===== src/rtl/fpic_pkg.sv =====
package fpic_pkg;
    localparam int FIXED_SRC = 5;
    localparam int SRC_WDT   = 0;
    localparam int SRC_NMI   = 1;
    localparam int SRC_OVF   = 2;
    localparam int SRC_UNF   = 3;
    localparam int SRC_SW    = 4;
    localparam int NMI_CNT   = 2;

    typedef enum logic [1:0] {
        REG_MASK = 2'd0,
        REG_PEND = 2'd1,
        REG_CTRL = 2'd2
    } reg_sel_e;
endpackage


===== src/rtl/fpic_edge.sv =====
module fpic_edge #(
    parameter int W = 18
) (
    input  logic         clk_i,
    input  logic         rst_ni,
    input  logic [W-1:0] lvl_i,
    output logic [W-1:0] rise_o
);
    logic [W-1:0] prev_d, prev_q;

    always_comb begin
        prev_d = lvl_i;
    end

    always_ff @(posedge clk_i) begin
        if (!rst_ni) prev_q <= '0;
        else         prev_q <= prev_d;
    end

    for (genvar g = 0; g < W; g++) begin : g_bit
        assign rise_o[g] = lvl_i[g] & ~prev_q[g];
    end
endmodule


===== src/rtl/fpic_prio.sv =====
module fpic_prio #(
    parameter int N  = 18,
    parameter int VW = 5
) (
    input  logic [N-1:0]  cand_i,
    output logic          any_o,
    output logic [VW-1:0] idx_o
);
    always_comb begin
        any_o = 1'b0;
        idx_o = '0;
        for (int i = N - 1; i >= 0; i--) begin
            if (cand_i[i]) begin
                any_o = 1'b1;
                idx_o = VW'(i);
            end
        end
    end
endmodule


===== src/rtl/fpic_top.sv =====
module fpic_top
    import fpic_pkg::*;
#(
    parameter int NUM_IRQ = 13,
    parameter int DATA_W  = 32,
    localparam int SRC_N  = FIXED_SRC + NUM_IRQ,
    localparam int VEC_W  = $clog2(SRC_N)
) (
    input  logic               clk_i,
    input  logic               rst_ni,
    input  logic               wdt_evt_i,
    input  logic               nmi_pin_i,
    input  logic               stk_ovf_i,
    input  logic               stk_unf_i,
    input  logic [NUM_IRQ-1:0] irq_i,
    input  logic               reg_we_i,
    input  logic [1:0]         reg_addr_i,
    input  logic [DATA_W-1:0]  reg_wdata_i,
    output logic [DATA_W-1:0]  reg_rdata_o,
    input  logic               intr_ack_i,
    output logic               intr_req_o,
    output logic [VEC_W-1:0]   intr_vec_o
);
    localparam logic [SRC_N-1:0] MASKABLE = ~SRC_N'((1 << NMI_CNT) - 1);

    typedef struct packed {
        logic [SRC_N-1:0] pend;
        logic [SRC_N-1:0] mask;
        logic             req;
        logic [VEC_W-1:0] vec;
    } state_t;

    state_t st_d, st_q;

    logic [SRC_N-1:0] hw_lvl, rise_v, set_v, clr_v, cand_v;
    logic             win_any;
    logic [VEC_W-1:0] win_idx;
    logic             hold;

    // Hardware sources placed at their codes; the software slot has no pin.
    assign hw_lvl = {irq_i, 1'b0, stk_unf_i, stk_ovf_i, nmi_pin_i, wdt_evt_i};

    fpic_edge #(.W(SRC_N)) u_edge (
        .clk_i  (clk_i),
        .rst_ni (rst_ni),
        .lvl_i  (hw_lvl),
        .rise_o (rise_v)
    );

    fpic_prio #(.N(SRC_N), .VW(VEC_W)) u_prio (
        .cand_i (cand_v),
        .any_o  (win_any),
        .idx_o  (win_idx)
    );

    always_comb begin
        st_d  = st_q;
        set_v = rise_v;
        clr_v = '0;

        if (reg_we_i && reg_addr_i == REG_CTRL && reg_wdata_i[0])
            set_v[SRC_SW] = 1'b1;
        if (reg_we_i && reg_addr_i == REG_PEND)
            clr_v = reg_wdata_i[SRC_N-1:0];
        if (st_q.req && intr_ack_i)
            clr_v[int'(st_q.vec)] = 1'b1;
        if (reg_we_i && reg_addr_i == REG_MASK)
            st_d.mask = reg_wdata_i[SRC_N-1:0] & MASKABLE;

        // A new edge wins over a clear in the same cycle.
        st_d.pend = (st_q.pend & ~clr_v) | set_v;
        cand_v    = st_d.pend & ~st_d.mask;
        hold      = st_q.req && !intr_ack_i && st_d.pend[int'(st_q.vec)];

        if (!hold) begin
            st_d.req = win_any;
            st_d.vec = win_idx;
        end
    end

    always_ff @(posedge clk_i) begin
        if (!rst_ni) begin
            st_q.pend <= '0;
            st_q.mask <= MASKABLE;
            st_q.req  <= 1'b0;
            st_q.vec  <= '0;
        end else begin
            st_q <= st_d;
        end
    end

    always_comb begin
        reg_rdata_o = '0;
        case (reg_addr_i)
            REG_MASK: reg_rdata_o[SRC_N-1:0] = st_q.mask;
            REG_PEND: reg_rdata_o[SRC_N-1:0] = st_q.pend;
            default:  reg_rdata_o = '0;
        endcase
    end

    assign intr_req_o = st_q.req;
    assign intr_vec_o = st_q.vec;

    logic [SRC_N-1:0] pend_q, mask_q;
    assign pend_q = st_q.pend;
    assign mask_q = st_q.mask;
endmodule


===== config.mk =====
export PLATFORM = sky130hd
export DESIGN_NAME = fpic_top
export DESIGN_NICKNAME = d
export VERILOG_FILES = /design/src/rtl/fpic_pkg.sv /design/src/rtl/fpic_edge.sv /design/src/rtl/fpic_prio.sv /design/src/rtl/fpic_top.sv
export SDC_FILE = /design/constraint.sdc
export NUM_CORES = 1
export LEC_CHECK = 0
export ABC_AREA = 1
export BUFFER_PORTS_ARGS = -buffer_cell sky130_fd_sc_hd__buf_2
export CAP_MARGIN = 20
export CELL_PAD_IN_SITES_DETAIL_PLACEMENT = 0
export CELL_PAD_IN_SITES_GLOBAL_PLACEMENT = 1
export CORE_UTILIZATION = 38
export DETAILED_ROUTE_END_ITERATION = 6
export GPL_ROUTABILITY_DRIVEN = 0
export PLACE_DENSITY_LB_ADDON = 0.1
export RECOVER_POWER = 25
export SYNTH_ARGS = -nofsm -noshare
export SYNTH_HDL_FRONTEND = slang
export SYNTH_SLANG_ARGS = --single-unit

===== constraint.sdc =====
create_clock -name clk_i -period 4.2 [get_ports clk_i]
set_input_delay 0 -clock clk_i [delete_from_list [all_inputs] [get_ports clk_i]]
set_output_delay 0 -clock clk_i [all_outputs]
set_load 0.01 [all_outputs]

### Yosys cells after proc, flatten, opt, wreduce, memory -nomap -nowiden

Cells that the tools add are included.

* $lt $le $gt $ge: 2
* equality and inequality tests: 2
* mux-type cells: 45
* bitwise gates (word level): 40
* reduce and logical (&&, ||, !) cells: 10

Operators by type and width (count)
* $mux W5: 18
* $mux W18: 3
* $and A18 B18 Y18: 2
* $not A18 Y18: 2
* $or A18 B18 Y18: 2
* $pmux W18 S2: 1
* $mux W1: 21
* $and A1 B1 Y1: 17
* $not A1 Y1: 17
* $logic_and A1 B1 Y1: 8
* $lt A5 B6 Y1 const B: 1
* $bmux W1 S5: 1
* $demux W1 S5: 1
* $ge A5 B1 Y1 const B: 1
* $eq A2 B1 Y1 const B: 1
* $eq A2 B2 Y1 const B: 1
* $logic_not A2 Y1: 1
* $logic_not A1 Y1: 1

* flip-flop bits (word level): 59
* bits of input ports: 55
* output and inout port bits: 38
* word-level logic and storage cells: 104

### Logic depth before layout (Yosys ltp)

* depth in word-level cells: 28
* mapped depth: 25
* gate-level depth less buffers: 25

### Hierarchy

From an unflattened synthesis, not the netlist that was laid out.

* cell total of the unflattened synthesis: 564
* area, all modules: 3430.8 µm²

By module, submodules not included
* fpic_top: instances 1, cells an instance 416, area an instance 2528.7 µm², seq. area each 840.8 µm²
* fpic_edge: instances 1, cells an instance 92, area an instance 661.9 µm², seq. area each 360.3 µm²
* fpic_prio: instances 1, cells an instance 56, area an instance 240.2 µm², seq. area each 0.0 µm²

### Worst setup path before layout

Ideal clock, no wire load.

* path type: reg2reg
* start: reg st_q, in the netlist intr_vec_o[0]
* end: reg st_q, in the netlist intr_vec_o[0]
* library setup time: 0.119 ns
* data arrival time: 1.789 ns
* data required time: 4.081 ns
* setup slack: 2.292 ns
* cell stages (with the launch flop): 24
* buffers on the path: 0
* clock period less this slack: 1.908 ns
* cells stage by stage: dfxtp_1 nand2_1 nor2_2 nand2_1 nand3_1 o21ai_1 nand2_1 nand2_1 nand2_1 nand2_1 nand2_1 nand2_1 nand2_1 nand2_1 nand2_1 nand2_1 nand2_1 nand2_1 nand2_1 nand2_1 nand2_1 nand2_1 nand2_1 a21oi_1

* word-level cells in the longest chain between the ends: 28
* elaborated cells on any way between the ends: 32
* those cells by class: order compare: 2; mux: 23; bitwise: 5; reduce/logical: 2

Ends and longest elaborated chain
* from (decl): RTL line fpic_top.sv:33 `state_t st_d, st_q;`
* from (signal assigned): RTL line fpic_top.sv:88 `st_q <= st_d;`
* $lt A5 B6 Y1 (implied by the code) / $ge A5 B1 Y1 (equally long branches): RTL line fpic_top.sv:66 `clr_v[int'(st_q.vec)] = 1'b1;`
* $logic_and A1 B1 Y1 (implied by the code): RTL line fpic_top.sv:66
* $mux W1 (implied by the code): RTL line fpic_top.sv:66
* $demux W1 S5: RTL line fpic_top.sv:66
* $or A18 B18 Y18 (no line)
* $mux W18: RTL line fpic_top.sv:65 `if (st_q.req && intr_ack_i)`
* $not A18 Y18: RTL line fpic_top.sv:71 `st_d.pend = (st_q.pend & ~clr_v) | set_v;`
* $and A18 B18 Y18: RTL line fpic_top.sv:71
* $or A18 B18 Y18: RTL line fpic_top.sv:71
* $and A18 B18 Y18: RTL line fpic_top.sv:72 `cand_v = st_d.pend & ~st_d.mask;`
* $mux W5 (18 in a row): RTL line fpic_prio.sv:13 `if (cand_i[i]) begin`

Several ways; a longest one is shown, not always the timed one. The select of a mux whose other input is x is not followed.
A chain may end at the register's enable or synchronous reset.

### Worst setup path in the final report

Same ends and word-level chain as after synthesis.

==> flow_metrics.env <==
export IMPL_first_pass_iters=4
export IMPL_synth_area_per_cell_um2=6.40
export IMPL_register_area_um2=1180
export IMPL_grt_overflow=0
export IMPL_path_delay_family="simple AND/OR/NAND/NOR gates"
export IMPL_postCtsSetupRepairBufs=0
export IMPL_num_io_pins=93
export IMPL_cts_repair_resized=0
export IMPL_hold_start="reg_wdata_i[17]"
export IMPL_rsz0062_at_grt="no"
export IMPL_netlist_area_um2=3070
export IMPL_cts_buffer_depth=2
export IMPL_max_stage_delay_ps=490
export IMPL_clk_pin_slew_worst_paths_ps=60
export IMPL_die_area_um2=8450
export IMPL_ys_ff_latch=59
export IMPL_core_um2=7770
export IMPL_tns_ps=0
export IMPL_reg2reg_to="intr_vec_o[0]"
export IMPL_pre_cts_ws_ps=1650
export IMPL_yosys_warnings=0
export IMPL_num_vias=3118
export IMPL_cts_sink_count=59
export IMPL_cp_data_required_time_ps=4410
export IMPL_synth_compound_area_share_pct=14.4
export IMPL_grt_first_pass_wirelength_mm=14.2
export IMPL_mostFrequentLayoutCell="nand2_1"
export IMPL_layout_common_cells="nand2_1 (168), inv_1 (76), dfxtp_1 (59), buf_2 (50), o21ai_0 (35)"
export IMPL_fill_cells=865
export IMPL_yosysTopAreaCell="dfxtp_1"
export IMPL_worst_slack_ps=1620
export IMPL_hold_class="in2reg"
export IMPL_min_to="mask_q[17]"
export IMPL_crit_type="reg2reg"
export IMPL_status="completed"
export IMPL_regToRegStartpoint="intr_vec_o[0]"
export IMPL_ys_async_sr_fraction_pct=0
export IMPL_drive_gt1_share_pct=15.5
export IMPL_clk_latency_ps=330
export IMPL_area_delta_synth_final_pct=26.8
export IMPL_start_util_pct=39.5
export IMPL_routedWlPerCell_um=12.5
export IMPL_crit_fanout=7
export IMPL_synth_top_cell_area_share_pct=38.5
export IMPL_synthFlopType="dfxtp_1"
export IMPL_post_dp_hpwl_mm=5.93
export IMPL_worstHoldPathCells=3
export IMPL_skew_ps=9.35
export IMPL_dp_cells=636
export IMPL_die_w_um=91.9
export IMPL_fp_row_count=32
export IMPL_viasPerCell=4.56
export IMPL_fin_nets=632
export IMPL_synth_mux_area_fraction_pct=0
export IMPL_grt_max_degree=34
export IMPL_antenna_left=0
export IMPL_hold_violations=0
export IMPL_synth_edf_count=0
export IMPL_maxCapViolCount=0
export IMPL_path_cells="nand2_1 -> nor2_2 -> nand2_1 -> nand3_1 -> o21ai_1 -> nand2_1 -> nand2_1 -> nand2_1 -> nand2_1 -> nand2_1 -> nand2_1 -> nand2_1 -> nand2_1 -> nand2_1 -> nand2_1 -> nand2_1 -> nand2_1 -> nand2_1 -> nand2_1 -> nand2_1 -> nand2_1 -> nand2_1 -> a21oi_1"
export IMPL_synthTopCellsByArea="dfxtp_1 (38%), nand2_1 (21%), inv_1 (9.3%)"
export IMPL_setup_viol=0
export IMPL_htreeDepth=3
export IMPL_worst_path_most_repeated_cell="nand2_1"
export IMPL_fin_crit_sh_pct=61.4
export IMPL_slowest_stage="dfxtp_1"
export IMPL_cts_tree="built"
export IMPL_dieHeight_um=91.9
export IMPL_crit_buf_inv=0
export IMPL_slew_viol_final=0
export IMPL_synth_simple_gate_area_share_pct=30.8
export IMPL_multiInputGateArea_um2=1440
export IMPL_r2r_setup_slack_ps=1620
export IMPL_grt_use_total_pct=21.7
export IMPL_final_cells=684
export IMPL_postRouteWirelength_mm=8.52
export IMPL_synthAdderAreaFrac_pct=0
export IMPL_antenna_cells=0
export IMPL_synth_xor_area_share_pct=0
export IMPL_p_per_area_nw_per_um2=340
export IMPL_antenna_found_initial=0
export IMPL_period_needed_ps=2580
export IMPL_drt_initial_drc_count=97
export IMPL_seq_area_frac_synth_pct=38.5
export IMPL_peakVddDrop_mv=0.149
export IMPL_synth_cell_type_count=32
export IMPL_synthCells=480
export IMPL_drc_errors=0
export IMPL_timing_slew_headroom_pct=55.0
export IMPL_io_buffers=64
export IMPL_critPathCaptureType="flop"
export IMPL_power_leakage_nw=2.04
export IMPL_cts_inserted_buffers=9
export IMPL_root_buffer="clkbuf_8"
export IMPL_synth_top_family_by_area="simple AND/OR/NAND/NOR gates"
export IMPL_r2r_cells=23
export IMPL_worst_ep_arrival_time_ps=2790
export IMPL_fmax_ghz=0.388
export IMPL_cp_start_kind="flop"
export IMPL_tightest_slew_ps=675
export IMPL_grt_pass1_vias=2993
export IMPL_place_area_um2=3420
export IMPL_fin_area_um2=3890
export IMPL_whs_ps=60.0
## worst register-to-register path: cells and delay by family (launching register included)
kind,cells,cell delay [ps]
flip-flops,1,490
AO/OA/AOI/OAI,2,170
AND/OR/NAND/NOR,21,1800
## cells by family (layout without fill, tap and decap cells)
family | Yosys count | after routing
and+or+nand+nor | 231 | 231
buffers and inverters | 113 | 202
AOI/OAI and AO/OA | 76 | 76
DFF | 59 | 59
other | 1 | 14
## metal layers
metal	share of wire [%]	track usage, %	up-vias
met3	5.0	4.15	11
met5	0	0	-
met4	1.3	7.03	0
met2	44	35.1	76
met1	50	29.0	1383
li1	-	-	1648
## synth_stat cells, types with 2 or more instances
cell / count
nand3_1: 15
nor2_2: 4
inv_1: 76
a32oi_1: 2
a21oi_1: 15
o21a_1: 2
dfxtp_1: 59
buf_4: 16
o21ai_1: 5
nor2_4: 2
o211ai_1: 2
nor2_1: 30
buf_6: 2
inv_2: 10
o21ai_0: 35
o22ai_1: 6
clkbuf_1: 8
nand2_1: 168
a31oi_1: 3
nand2_2: 4
a32o_1: 3
nor3_1: 3
## through the flow
| step | utilization, % | total power [W] |
|---|---|---|
| floorplan | - | 0.000782 |
| global placement | 44.0 | 0.000850 |
| detailed placement | 44.0 | 0.000853 |
| CTS | 50.4 | 0.00134 |
| global route | 50.1 | 0.00140 |
| finish | 50.1 | 0.00132 |
## how the worst max path moves through the flow
stage	start	endpoint	slack [ps]	depth (start not counted)
2_1_floorplan	intr_vec_o[0]	intr_vec_o[0]	2290	23
3_3_place_gp	intr_vec_o[1]	intr_vec_o[0]	1650	22
3_5_place_dp	intr_vec_o[1]	intr_vec_o[0]	1650	22
4_1_cts	intr_vec_o[1]	intr_vec_o[0]	1620	22
5_1_grt	intr_vec_o[1]	intr_vec_o[0]	1320	22
6_report	intr_vec_o[0]	intr_vec_o[0]	1620	23
## registers in the layout, indices dropped and copies added (netlist names)
signal         cells
mask_q            18
intr_req_o         1
pend_q            18
intr_vec_o         5
u_edge.prev_q     17
## cell type report
type                       count  area share, %
multi-input combinational    321           37.0
sequential                    59           30.3
timing repair buffer          99           16.6
inverter                      87           8.39
clock buffer                  14           4.18
tap                          102           3.28
clock inverter                 2          0.257
## power breakdown
group | internal [W] | leakage (nW) | total [W] | switching (W)
clock | 0.000245 | 0.0905 | 0.000461 | 0.000216
sequential | 0.000590 | 0.487 | 0.000606 | 0.0000158
combinational | 0.0000995 | 1.46 | 0.000255 | 0.000155
## timing repair
| item | in CTS | in global routing |
|---|---|---|
| setup endpoints to repair | 0 | 0 |
| endpoints found under the hold margin | 37 | 0 |
| hold buffers | 32 | 0 |
Note: power is estimated with default switching activity, not from simulation.
